[config.mk]
export PLATFORM = sky130hd
export DESIGN_NAME = gpio_regfile
export DESIGN_NICKNAME = d
export VERILOG_FILES = /design/src/rtl/gpio_regfile_pkg.sv /design/src/rtl/gpio_bit_order.sv /design/src/rtl/gpio_sync2.sv /design/src/rtl/gpio_line_state.sv /design/src/rtl/gpio_regfile.sv
export SDC_FILE = /design/constraint.sdc
export NUM_CORES = 1
export LEC_CHECK = 0
export CAP_MARGIN = 25
export CELL_PAD_IN_SITES_DETAIL_PLACEMENT = 0
export CELL_PAD_IN_SITES_GLOBAL_PLACEMENT = 2
export CORE_ASPECT_RATIO = 0.8
export CORE_MARGIN = 1
export CORE_UTILIZATION = 31
export CTS_CLUSTER_SIZE = 25
export DETAILED_ROUTE_END_ITERATION = 10
export PLACE_DENSITY = 0.86
export SETUP_SLACK_MARGIN = 0.1
export SYNTH_ARGS = -nofsm -noshare
export SYNTH_HDL_FRONTEND = slang
export SYNTH_SLANG_ARGS = --single-unit
export TNS_END_PERCENT = 10
[constraint.sdc]
create_clock -name clk -period 2.2 [get_ports clk]
set_clock_uncertainty 0.05 [all_clocks]
set_input_delay 0.33 -clock clk [delete_from_list [all_inputs] [get_ports clk]]
set_output_delay 0.33 -clock clk [all_outputs]
set_load 0.03 [all_outputs]
[src/rtl/gpio_regfile_pkg.sv]
package gpio_regfile_pkg;
  localparam int ADDR_W = 3;

  typedef enum logic [ADDR_W-1:0] {
    REG_LEVEL = 3'd0,
    REG_SET   = 3'd1,
    REG_CLR   = 3'd2,
    REG_OE    = 3'd3,
    REG_IE    = 3'd4
  } reg_sel_e;
endpackage

[src/rtl/gpio_bit_order.sv]
// Maps between line index and register bit position; self-inverse.
module gpio_bit_order #(
  parameter int WIDTH     = 8,
  parameter bit LINE0_MSB = 1'b0
) (
  input  logic [WIDTH-1:0] in_vec,
  output logic [WIDTH-1:0] out_vec
);
  generate
    if (LINE0_MSB) begin : g_mirror
      for (genvar i = 0; i < WIDTH; i++) begin : g_bit
        assign out_vec[i] = in_vec[WIDTH-1-i];
      end
    end else begin : g_straight
      assign out_vec = in_vec;
    end
  endgenerate
endmodule

[src/rtl/gpio_sync2.sv]
module gpio_sync2 #(
  parameter int WIDTH = 8
) (
  input  logic             clk,
  input  logic             rst,
  input  logic [WIDTH-1:0] d,
  output logic [WIDTH-1:0] q
);
  logic [WIDTH-1:0] meta;

  always_ff @(posedge clk) begin
    if (rst) begin
      meta <= '0;
      q    <= '0;
    end else begin
      meta <= d;
      q    <= meta;
    end
  end
endmodule

[src/rtl/gpio_line_state.sv]
// Output latch and single direction state, both indexed by line.
module gpio_line_state
  import gpio_regfile_pkg::*;
#(
  parameter int WIDTH       = 8,
  parameter bit CLR_PRESENT = 1'b1
) (
  input  logic             clk,
  input  logic             rst,
  input  logic             we,
  input  reg_sel_e         sel,
  input  logic [WIDTH-1:0] wline,
  output logic [WIDTH-1:0] latch,
  output logic [WIDTH-1:0] dir
);
  always_ff @(posedge clk) begin
    if (rst) begin
      latch <= '0;
      dir   <= '0;
    end else if (we) begin
      case (sel)
        REG_LEVEL: latch <= wline;
        REG_SET:   latch <= CLR_PRESENT ? (latch | wline) : wline;
        REG_CLR:   if (CLR_PRESENT) latch <= latch & ~wline;
        REG_OE:    dir <= wline;
        REG_IE:    dir <= ~wline;
        default:   ;
      endcase
    end
  end
endmodule

[src/rtl/gpio_regfile.sv]
module gpio_regfile
  import gpio_regfile_pkg::*;
#(
  parameter int WIDTH       = 8,
  parameter bit LINE0_MSB   = 1'b0,
  parameter bit CLR_PRESENT = 1'b1
) (
  input  logic              clk,
  input  logic              rst,
  input  logic              wr_en,
  input  logic              rd_en,
  input  logic [ADDR_W-1:0] addr,
  input  logic [WIDTH-1:0]  wdata,
  output logic [WIDTH-1:0]  rdata,
  input  logic [WIDTH-1:0]  pad_in,
  output logic [WIDTH-1:0]  pad_out,
  output logic [WIDTH-1:0]  pad_oe
);
  reg_sel_e         sel;
  logic [WIDTH-1:0] wr_line;
  logic [WIDTH-1:0] latch;
  logic [WIDTH-1:0] dir;
  logic [WIDTH-1:0] in_sync;
  logic [WIDTH-1:0] level;
  logic [WIDTH-1:0] rd_line;
  logic [WIDTH-1:0] rd_bits;

  assign sel = reg_sel_e'(addr);

  gpio_bit_order #(.WIDTH(WIDTH), .LINE0_MSB(LINE0_MSB)) u_wmap (
    .in_vec (wdata),
    .out_vec(wr_line)
  );

  gpio_line_state #(.WIDTH(WIDTH), .CLR_PRESENT(CLR_PRESENT)) u_state (
    .clk  (clk),
    .rst  (rst),
    .we   (wr_en),
    .sel  (sel),
    .wline(wr_line),
    .latch(latch),
    .dir  (dir)
  );

  gpio_sync2 #(.WIDTH(WIDTH)) u_sync (
    .clk(clk),
    .rst(rst),
    .d  (pad_in),
    .q  (in_sync)
  );

  assign level = (dir & latch) | (~dir & in_sync);

  always_comb begin
    case (sel)
      REG_LEVEL: rd_line = level;
      REG_SET:   rd_line = latch;
      REG_OE:    rd_line = dir;
      REG_IE:    rd_line = ~dir;
      default:   rd_line = '0;
    endcase
  end

  gpio_bit_order #(.WIDTH(WIDTH), .LINE0_MSB(LINE0_MSB)) u_rmap (
    .in_vec (rd_line),
    .out_vec(rd_bits)
  );

  always_ff @(posedge clk) begin
    if (rst)        rdata <= '0;
    else if (rd_en) rdata <= rd_bits;
  end

  assign pad_out = latch;
  assign pad_oe  = dir;
endmodule

=== Word-level counts from Yosys, hierarchy flattened ===
Cells that the tools add are included.

* Add/subtract/negate cells: 0
* $mul: 0
* Divide/modulo/power cells: 0
* $lt $le $gt $ge: 0
* Equal/unequal tests: 4
* Shift-type cells: 0
* Muxes and demuxes: 3
* Bitwise operators: 7
* Reductions and logical operators: 5

{| class="wikitable"
|+ Operators with widths
! operator !! number
|-
| 8-bit case mux with 4 select lines || 1
|-
| 8-bit AND || 3
|-
| 8-bit case mux with 3 select lines || 1
|-
| 8-bit NOT || 2
|-
| 8-bit bitwise OR || 2
|-
| 8-bit case mux with 2 select lines || 1
|-
| 3-bit by 2-bit equality test with 1-bit output, second input constant || 2
|-
| 2-bit AND reduction || 2
|-
| 3-bit by 1-bit equality test with 1-bit output, second input constant || 1
|-
| 3-bit equality test, second input constant || 1
|-
| 3-bit logical NOT || 1
|-
| 3-bit nonzero test || 1
|-
| 2-bit nonzero test || 1
|}

* Bits in registers: 40
* Bits in latches: 0
* RAM bits: 0
* ROM bits: 0
* Memories: 0

=== Longest topological paths before layout ===
Gate-level depths: netlist of run 1.

* Depth in word-level cells: 4
* Gate-level depth with buffers: 7
* Mapped depth without buffers: 4

=== Hierarchy ===
Synthesis of run 1 repeated with hierarchy kept, for this count alone.

* Cell total of the unflattened synthesis: 207
* Area, all modules: 1,941.9 µm²

{| class="wikitable"
|+ By module, submodules not included
! module !! instances !! cells an instance !! area an instance (µm²) !! sequential area each (µm²)
|-
| gpio_line_state || 1 || 94 || 812.0 || 320.3
|-
| gpio_regfile || 1 || 64 || 545.5 || 160.2
|-
| gpio_sync2 || 1 || 33 || 464.2 || 320.3
|-
| gpio_bit_order || 2 || 8 || 60.1 || 0.0
|}

=== Worst setup path before layout of run 1 ===
Ideal clock, no wire load.

* Kind: input-to-reg
* From: in addr[2]
* To: reg u_state.dir[0]
* Setup time: 79 ps
* Arrival: 1,251 ps
* Required time: 2,071 ps
* Setup slack: 820 ps
* Cell stages on the path: 7
* Path through: buf_6 -> nor3b_2 -> buf_6 -> o21a_4 -> buf_6 -> nor2_2 -> a211oi_2

* Longest elaborated chain between the ends: 3
* Elaborated cells on any way between the ends: 5
* Those cells by class: eq/ne: 2; mux: 1; reduce/logical: 2

{| class="wikitable"
|+ RTL lines
! element !! RTL line !! text
|-
| from (decl) || gpio_regfile.sv:12 || <nowiki>input logic [ADDR_W-1:0] addr,</nowiki>
|-
| 3-bit by 2-bit equality test with 1-bit output or 3-bit equality test (tied branches) || gpio_line_state.sv:21 || <nowiki>case (sel)</nowiki>
|-
| 2-bit nonzero test (no line) || - ||
|-
| 2-bit AND reduction (no line) || - ||
|-
| to (signal assigned) || gpio_line_state.sv:25 || <nowiki>REG_OE: dir <= wline;</nowiki>
|-
| to (signal assigned) || gpio_line_state.sv:26 || <nowiki>REG_IE: dir <= ~wline;</nowiki>
|-
| to (decl) || gpio_line_state.sv:14 || <nowiki>output logic [WIDTH-1:0] dir</nowiki>
|}

Several ways; a longest one is shown, not always the timed one.
A chain may end at the register's enable or synchronous reset.

=== Worst setup path after layout of run 1 ===
* From: in addr[0]
* To: reg rdata[3]

* Longest elaborated chain between the ends: 2
* Elaborated cells on any way between the ends: 5
* Those cells by class: eq/ne: 3; mux: 1; reduce/logical: 1

{| class="wikitable"
|+ RTL lines
! element !! RTL line !! text
|-
| 3-bit equality test, or another cell as far along || gpio_regfile.sv:55 || <nowiki>case (sel)</nowiki>
|-
| 8-bit case mux with 4 select lines (*) || gpio_regfile.sv:55 ||
|-
| to (signal assigned) || gpio_regfile.sv:71 || <nowiki>else if (rd_en) rdata <= rd_bits;</nowiki>
|-
| to (decl) || gpio_regfile.sv:14 || <nowiki>output logic [WIDTH-1:0] rdata,</nowiki>
|}

Every way passes the cells marked *; elsewhere a longest branch is shown, timed or not.

==> results.toml, run 1 <==
[cts]
post-cts-setup-buffers = 0
clkSinkCount = 40
clk_pin_slew_ps = 70
clock_path_buffers = 2
tritoncts = "yes"
clock_latency_ps = 290
cts_made_buffers = 5
cts-root-buf = "clkbuf_8"
cts_max_level = 2
cts_hold_buf = 0
cts_resized = 0

[floorplanning]
fp.dieH_um = 70.7
io_pins = 47
die_w_um = 87.9
coreArea_um2 = 5560
rows = 24
initial_core_util = 0.329
dieArea_um2 = 6210

[setup_path]
path_max_fanout = 8
crit_arrival_ps = 1980
required_ps = 2320
crit_path_end_kind = "flip-flop"
cp-start-kind = "input pin"
crit_type = "input pin to flip-flop"

[layout]
fin_util = 0.437
mostFrequentLayoutCells = "clkdlybuf4s50_1 (46), dfxtp_1 (40), nor2b_1 (16), nor2_1 (16), nand2b_1 (11)"
drive_above_1_share = 0.100
area_growth_pct = 32.7
final_area_um2 = 2430
n_antenna_cell = 0
final_common_cell = "clkdlybuf4s50_1"
nNetsFinal = 253
fillers = 544

[routing]
vias = 1470
wirelength_met1_um = 2250
wl_per_cell_um = 13.9
dr_wl_met2_um = 1710
routed_wl_um = 4290
wl_met3_um = 241
via_per_inst = 4.77
route.detailed.drc = 0
drt_iter0_markers = 67
dr.pass1.iters = 4
top_layer_used = "met4"
ant_nets = 0

[grt]
antenna_found_initial = 0
grt_pass1_wl_um = 6840
grt-ovfl-total = 0
grt_max_degree = 32
grt_pass1_vias = 1294
grtUsageTotal = 0.148

[yosys]
synthesis.nets = 208
synth_compound_area_frac = 0.187
synth_flop_cell = "dfxtp_1"
ys_seq_area_frac = 0.438
synth_top_family_by_area = "simple AND/OR/NAND/NOR gates"
post_synth_num_cell_types = 33
syn_area_um2 = 1830
syn_area_per_cell_um2 = 9.89
synthTopCellsByArea = "dfxtp_1 (44%), nor2b_1 (5.5%), a32o_1 (4.4%)"
yosysTopAreaCellShare = 0.438
synth_edf_count = 0
synthArstFlopShare = 0
ys_ff_latch = 40
yosys.area_share.simple = 0.228
yosysTopAreaCell = "dfxtp_1"
ys_warn_count = 0
syn_inst = 185
synthMuxAreaShare = 0.0451
synth-xor-area-share = 0.0431
synth_fa_ha_area_frac = 0

[power]
p_per_area_nw_per_um2 = 616
power_frac_comb = 0.174
p_sw_uw = 399
p_clk_frac = 0.309
sequentialPowerShare = 0.516
p_leak_uw = 0.000834
p_int_uw = 1100
swShare = 0.266
ir_drop_v = 0.000278

[sta]
drv_slew = 0
fmax_ghz = 0.537
rsz0062_at_grt = "no"
finalCritPeriodShare = 0.846
max-slew-margin-rel = 0.622
hold_viol = 0
setup_tns_ps = 0
setup_viol = 0
worst_pin_slew_ps = 564
layout_min_cycle_time_ps = 1860

[placed_design]
dpl_cell_area_um2 = 2350
gp_congestion = 0.758
hpwl_um = 2940
numPortBuffers = 46

[outcome]
status = "finished, final reports clean"

[worst_hold_path]
hold_class = "flip-flop to flip-flop"

[flow_run]
max-cap-violations = 0
-- metrics by stage --
step	total power, uW	hold slack [ps]	std cells	setup slack (ps)
after floorplan	946	364	185	820
after global placement	1050	369	301	48.7
after detailed placement	1050	370	301	77.9
after CTS	1510	388	308	380
after global routing	1560	404	308	312
final	1500	388	308	339
-- state kept, by name, indices dropped and copies added (netlist names) --
signal	flops
u_state.latch	8
u_sync.q	8
u_sync.meta	8
rdata	8
u_state.dir	8
-- worst max-delay path: stages --
cell and delay, ps:
clkdlybuf4s50_1 680, or2_1 400, nor3_1 100, o31ai_1 360, a21oi_1 120
-- cell type report --
| type | instances | area [um2] | area share |
|---|---|---|---|
| Multi-Input combinational cell | 128 | 922 | 0.380 |
| Sequential cell | 40 | 801 | 0.330 |
| Timing Repair Buffer | 52 | 518 | 0.213 |
| Tap cell | 78 | 97.6 | 0.0402 |
| Clock buffer | 6 | 72.6 | 0.0299 |
| Inverter | 3 | 11.3 | 0.00464 |
| Clock inverter | 1 | 5.00 | 0.00206 |
-- power groups by stage --
stage               registers, uW  logic (uW)  clock network (uW)
detailed placement            789         262                   0
global placement              790         260                   0
CTS                           772         263                 475
floorplan                     816         130                   0
finish                        772         261                 463
global route                  776         282                 505
-- path summary, 6_finish.rpt --
path,depth (start not counted),endpoint,start,slack (ps)
max,5,rdata[3],addr[0],340
min,1,u_sync.q[3],u_sync.meta[3],390
max reg2reg,4,rdata[0],u_state.dir[0],980
min reg2reg,1,u_sync.q[3],u_sync.meta[3],390
-- cell usage after synthesis, types with 2 or more instances --
library cell  number
xnor2_1            8
nor2_1            16
a21oi_1            6
nor3b_1            6
nand2b_1          11
mux2_2             2
nor2b_1           16
a2bb2oi_1          2
nor4bb_1           6
mux2i_1            6
a211oi_2           2
a211oi_1           6
dfxtp_1           40
o31ai_1            6
buf_6              5
a32o_1             8
o32ai_1            2
nor2_2             2
nor3_1             6
inv_1              2
buf_2              4
clkbuf_1           5
o21ai_0            8
-- layer usage --
| metal | GRT usage | vias up |
|---|---|---|
| met1 | 0.219 | 672 |
| met3 | 0.0373 | 8 |
| li1 | - | 747 |
| met4 | 0.0710 | 0 |
| met5 | 0 | - |
| met2 | 0.197 | 43 |
-- cell families after synthesis --
| kind of cell | count (synthesis) |
|---|---|
| buffers and inverters | 17 |
| multiplexers | 8 |
| AND/OR/NAND/NOR | 68 |
| XOR/XNOR | 9 |
| flip-flops | 40 |
| AO/OA/AOI/OAI | 43 |
Note: power is estimated with default switching activity, not from simulation.
==> run 2: changes to the inputs <==
- CORE_UTILIZATION: 31 -> 29
- PLACE_DENSITY: 0.86 -> 0.82
- clock period: 2.2 -> 1.75 ns (I/O delays scaled with it)
==> run 2 against run 1 <==
Cell count is 5.2% higher. Register-to-register slack worse by 530 ps. First-iteration DRC count is 18% higher. Count of clock-buffer cells in the layout stayed put. Largest cell class unchanged. Largest power group unchanged. Critical path depth is 4 lower. Utilization is 0.40 points lower. Sequential share of layout area is 2.2 points lower. Critical endpoint is now rdata[1]. Global-route usage is 0.89 points lower. Die area is 6.7% higher. Via count is 1.4% higher.
==> results.toml, run 2 (same netlist as run 1, synthesis figures left out) <==
[routing]
route.detailed.drc = 0
dr.pass1.iters = 4
drt_iter0_markers = 79
vias = 1490
ant_nets = 0
via_per_inst = 4.60
routed_wl_um = 4360
wl_per_cell_um = 13.4

[setup_path]
cp-endpoint = "rdata[1]"
crit_arrival_ps = 1290
cp-start-kind = "flip-flop"
crit_type = "flip-flop to output pin"
path_max_fanout = 2
crit_path_start = "rdata[1]"
r2r_cells = 5
path_buf_inv = 1
crit_path_end_kind = "output pin"
rrSetupSlack_ps = 450
max_stage_delay_ps = 670
crit_path_top_delay_cell = "clkdlybuf4s50_1"
worstPathCellList = "clkdlybuf4s50_1"
required_ps = 1440
r2r-end = "rdata[7]"
path_depth = 1
cp_top_family = "buffers and inverters"
r2r_start = "u_state.dir[7]"

[worst_hold_path]
hold_class = "flip-flop to flip-flop"

[sta]
fin_ws_ps = 146
fmax_ghz = 0.624
rsz0062_at_grt = "no"
drv_slew = 0
hold_viol = 0
worst_pin_slew_ps = 368
setup_tns_ps = 0
finalCritPeriodShare = 0.916
max-slew-margin-rel = 0.754
setup_viol = 0
layout_min_cycle_time_ps = 1600

[layout]
mostFrequentLayoutCells = "dfxtp_1 (40), clkdlybuf4s50_1 (27), dlymetal6s2s_1 (18)"
regArea_um2 = 801
nNetsFinal = 265
final_common_cell = "dfxtp_1"
final_area_um2 = 2600
n_antenna_cell = 0
drive_above_1_share = 0.160
fillers = 603
multi_input_area_um2 = 933
area_growth_pct = 42.1

[cts]
tritoncts = "yes"
clock_path_buffers = 2
cts_hold_buf = 0
cts_max_level = 2
post-cts-setup-buffers = 0
clk_pin_slew_ps = 80
cts-root-buf = "clkbuf_8"
clock_latency_ps = 290
clkSinkCount = 40
cts_made_buffers = 5

[floorplanning]
rows = 25
die_w_um = 90.8
dieArea_um2 = 6630
io_pins = 47
initial_core_util = 0.305
coreArea_um2 = 6010
fp.dieH_um = 73.0

[power]
p_leak_uw = 0.00121
p_sw_uw = 515
p_total_uw = 1960
p_clk_frac = 0.327
p_per_area_nw_per_um2 = 754
sequentialPowerShare = 0.496
ir_drop_v = 0.000329
p_int_uw = 1440
power_frac_comb = 0.178
swShare = 0.263

[placed_design]
dpl_cell_area_um2 = 2440
numPortBuffers = 46
gp_congestion = 0.749
post-place-ws_ps = -133
hpwl_um = 3210

[grt]
grt_pass1_wl_um = 7060
grtUsageTotal = 0.139
grt_pass1_vias = 1350
grt-ovfl-total = 0
grt_max_degree = 25
antenna_found_initial = 0

[flow_run]
max-cap-violations = 0

[outcome]
status = "finished, final reports clean"
==> run 2: cell types whose count changed in the layout (fill, tap and decap cells not counted), sizes merged <==
| cell | previous run | this run |
|---|---|---|
| clkinvlp | 0 | 2 |
| clkdlybuf4s50 | 46 | 27 |
| dlymetal6s2s | 0 | 18 |
| clkinv | 2 | 1 |
| buf | 6 | 18 |
| dlygate4sd2 | 0 | 1 |
==> run 2: how the worst min path moves through the flow <==
stage,startpoint,end,slack (ps),depth (start not counted)
floorplan,rd_en,rdata[0],330,1
global placement,u_sync.meta[7],u_sync.q[7],370,1
detailed placement,u_sync.meta[5],u_sync.q[5],380,1
CTS,u_sync.meta[3],u_sync.q[3],390,1
global route,u_sync.meta[3],u_sync.q[3],400,1
finish,u_sync.meta[5],u_sync.q[5],390,1
==> run 2: repair_timing <==
item,CTS,global route
gates resized for setup,1,22
hold endpoints to repair,0,0
setup endpoints to repair,15,31
pin swaps,0,1
==> run 2: stage by stage <==
| step | hold slack (ps) | std cells | util |
|---|---|---|---|
| final | 390 | 324 | 0.433 |
| after global routing | 397 | 324 | 0.433 |
| after CTS | 391 | 324 | 0.423 |
| after detailed placement | 375 | 316 | 0.407 |
| after global placement | 369 | 316 | 0.407 |
| after floorplan | 330 | 185 | - |
==> run 2: routing by layer <==
metal  vias to the layer above  share of wire  GRT usage
li1                        769              -          -
met1                       671           0.52      0.208
met2                        46           0.42      0.187
met5                         -              0          0
met4                         0         0.0078     0.0423
met3                         4          0.050     0.0438
==> run 2: area by class of cell <==
| type | count | area share |
|---|---|---|
| clock buffers | 6 | 0.0318 |
| clock inverters | 2 | 0.00577 |
| inverters | 3 | 0.00433 |
| multi-input cells | 128 | 0.359 |
| flip-flops and latches | 40 | 0.308 |
| well taps | 81 | 0.0390 |
| repair buffers | 64 | 0.252 |
==> run 2: power by group through the flow <==
stage	logic, uW	registers (uW)	clock network [uW]
after floorplan	163	1030	0
after global placement	346	994	0
after detailed placement	348	994	0
after CTS	349	973	660
after global routing	377	977	708
final	348	971	640
==> run 3: changes to the inputs <==
- PLACE_DENSITY: 0.82 -> 0.78
==> run 3 against run 2 <==
Setup slack better by 4.8 ps. Register-to-register slack about the same. Sequential share of layout area unchanged.
==> results.toml, run 3 (same netlist as run 1, synthesis figures left out) <==
[outcome]
status = "finished, final reports clean"

[sta]
layout_min_cycle_time_ps = 1600
fmax_ghz = 0.625
drv_slew = 0
max-slew-margin-rel = 0.613
hold_viol = 0
worst_pin_slew_ps = 578
rsz0062_at_grt = "yes"
setup_viol = 0
finalCritPeriodShare = 0.914
whs_ps = 390
fin_ws_ps = 151

[cts]
cts_resized = 2
cts_max_level = 2
clock_latency_ps = 280
cts_hold_buf = 0
cts-root-buf = "clkbuf_8"
clock_path_buffers = 2
post-cts-setup-buffers = 0
clkSinkCount = 40
cts_made_buffers = 5
clk_pin_slew_ps = 80
tritoncts = "yes"

[setup_path]
max_stage_delay_ps = 670
r2r_cells = 5
cp_top_family = "buffers and inverters"
r2r-end = "rdata[7]"
cp-endpoint = "rdata[5]"
crit_path_top_delay_cell = "clkdlybuf4s50_1"
crit_type = "flip-flop to output pin"
cp-start-kind = "flip-flop"
required_ps = 1440
crit_path_start = "rdata[5]"
path_depth = 1
crit_arrival_ps = 1290
crit_path_end_kind = "output pin"
path_max_fanout = 2
worstPathCellList = "clkdlybuf4s50_1"
r2r_start = "u_state.dir[7]"
rrSetupSlack_ps = 440
path_buf_inv = 1

[layout]
final_common_cell = "dfxtp_1"
area_growth_pct = 42.1
fillers = 595
n_antenna_cell = 0
mostFrequentLayoutCells = "dfxtp_1 (40), clkdlybuf4s50_1 (28), buf_4 (18)"
multi_input_area_um2 = 941
final_area_um2 = 2600
regArea_um2 = 801
drive_above_1_share = 0.160
fin_util = 0.433
stdcell_count = 325
nNetsFinal = 267

[floorplanning]
rows = 25
initial_core_util = 0.305
dieArea_um2 = 6630
die_w_um = 90.8
coreArea_um2 = 6010
io_pins = 47
fp.dieH_um = 73.0

[grt]
grt-ovfl-total = 0
grtUsageTotal = 0.145
antenna_found_initial = 0
grt_pass1_vias = 1413
grt_pass1_wl_um = 7370
grt_max_degree = 23

[routing]
dr.pass1.iters = 4
wl_per_cell_um = 14.1
route.detailed.drc = 0
routed_wl_um = 4570
vias = 1511
drt_iter0_markers = 66
ant_nets = 0
via_per_inst = 4.65

[placed_design]
post-place-ws_ps = -260
gp_congestion = 0.771
hpwl_um = 3380
dpl_cell_area_um2 = 2460
dp.cells = 318
numPortBuffers = 46

[power]
p_per_area_nw_per_um2 = 733
p_leak_uw = 0.00118
ir_drop_v = 0.000300

[worst_hold_path]
min_from = "u_sync.meta[0]"
hold_class = "flip-flop to flip-flop"

[flow_run]
max-cap-violations = 0
run 3: final cells by class:
cell class / instances / share of cell area
timing repair buffer: 66 / 0.256
sequential: 40 / 0.308
inverter: 3 / 0.00433
clock inverter: 2 / 0.00481
tap: 81 / 0.0390
multi-input combinational: 128 / 0.362
clock buffer: 5 / 0.0265
run 3: worst min-delay path by stage:
stage                     slack (ps)     endpoint  depth (start not counted)
after floorplan                  330     rdata[0]                          1
after global placement           370  u_sync.q[2]                          1
after detailed placement         370  u_sync.q[2]                          1
after CTS                        390  u_sync.q[2]                          1
after global routing             420  u_sync.q[1]                          1
final                            390  u_sync.q[0]                          1
run 3: through the flow:
stage,setup TNS (ps),power [uW]
after floorplan,0,1190
after global placement,-2990,1340
after detailed placement,-3890,1350
after CTS,0,1930
after global routing,0,2010
final,0,1910
run 3: power by group:
part	switching, uW	internal, uW
registers	23.0	947
logic	177	179
clock network	309	270
run 3: layer usage:
metal  track usage  vias up  wire (um)
li1              -      778          -
met1         0.214      697       2490
met2         0.210       34       1900
met4        0.0370        0         23
met3        0.0333        2        162
met5             0        -          0
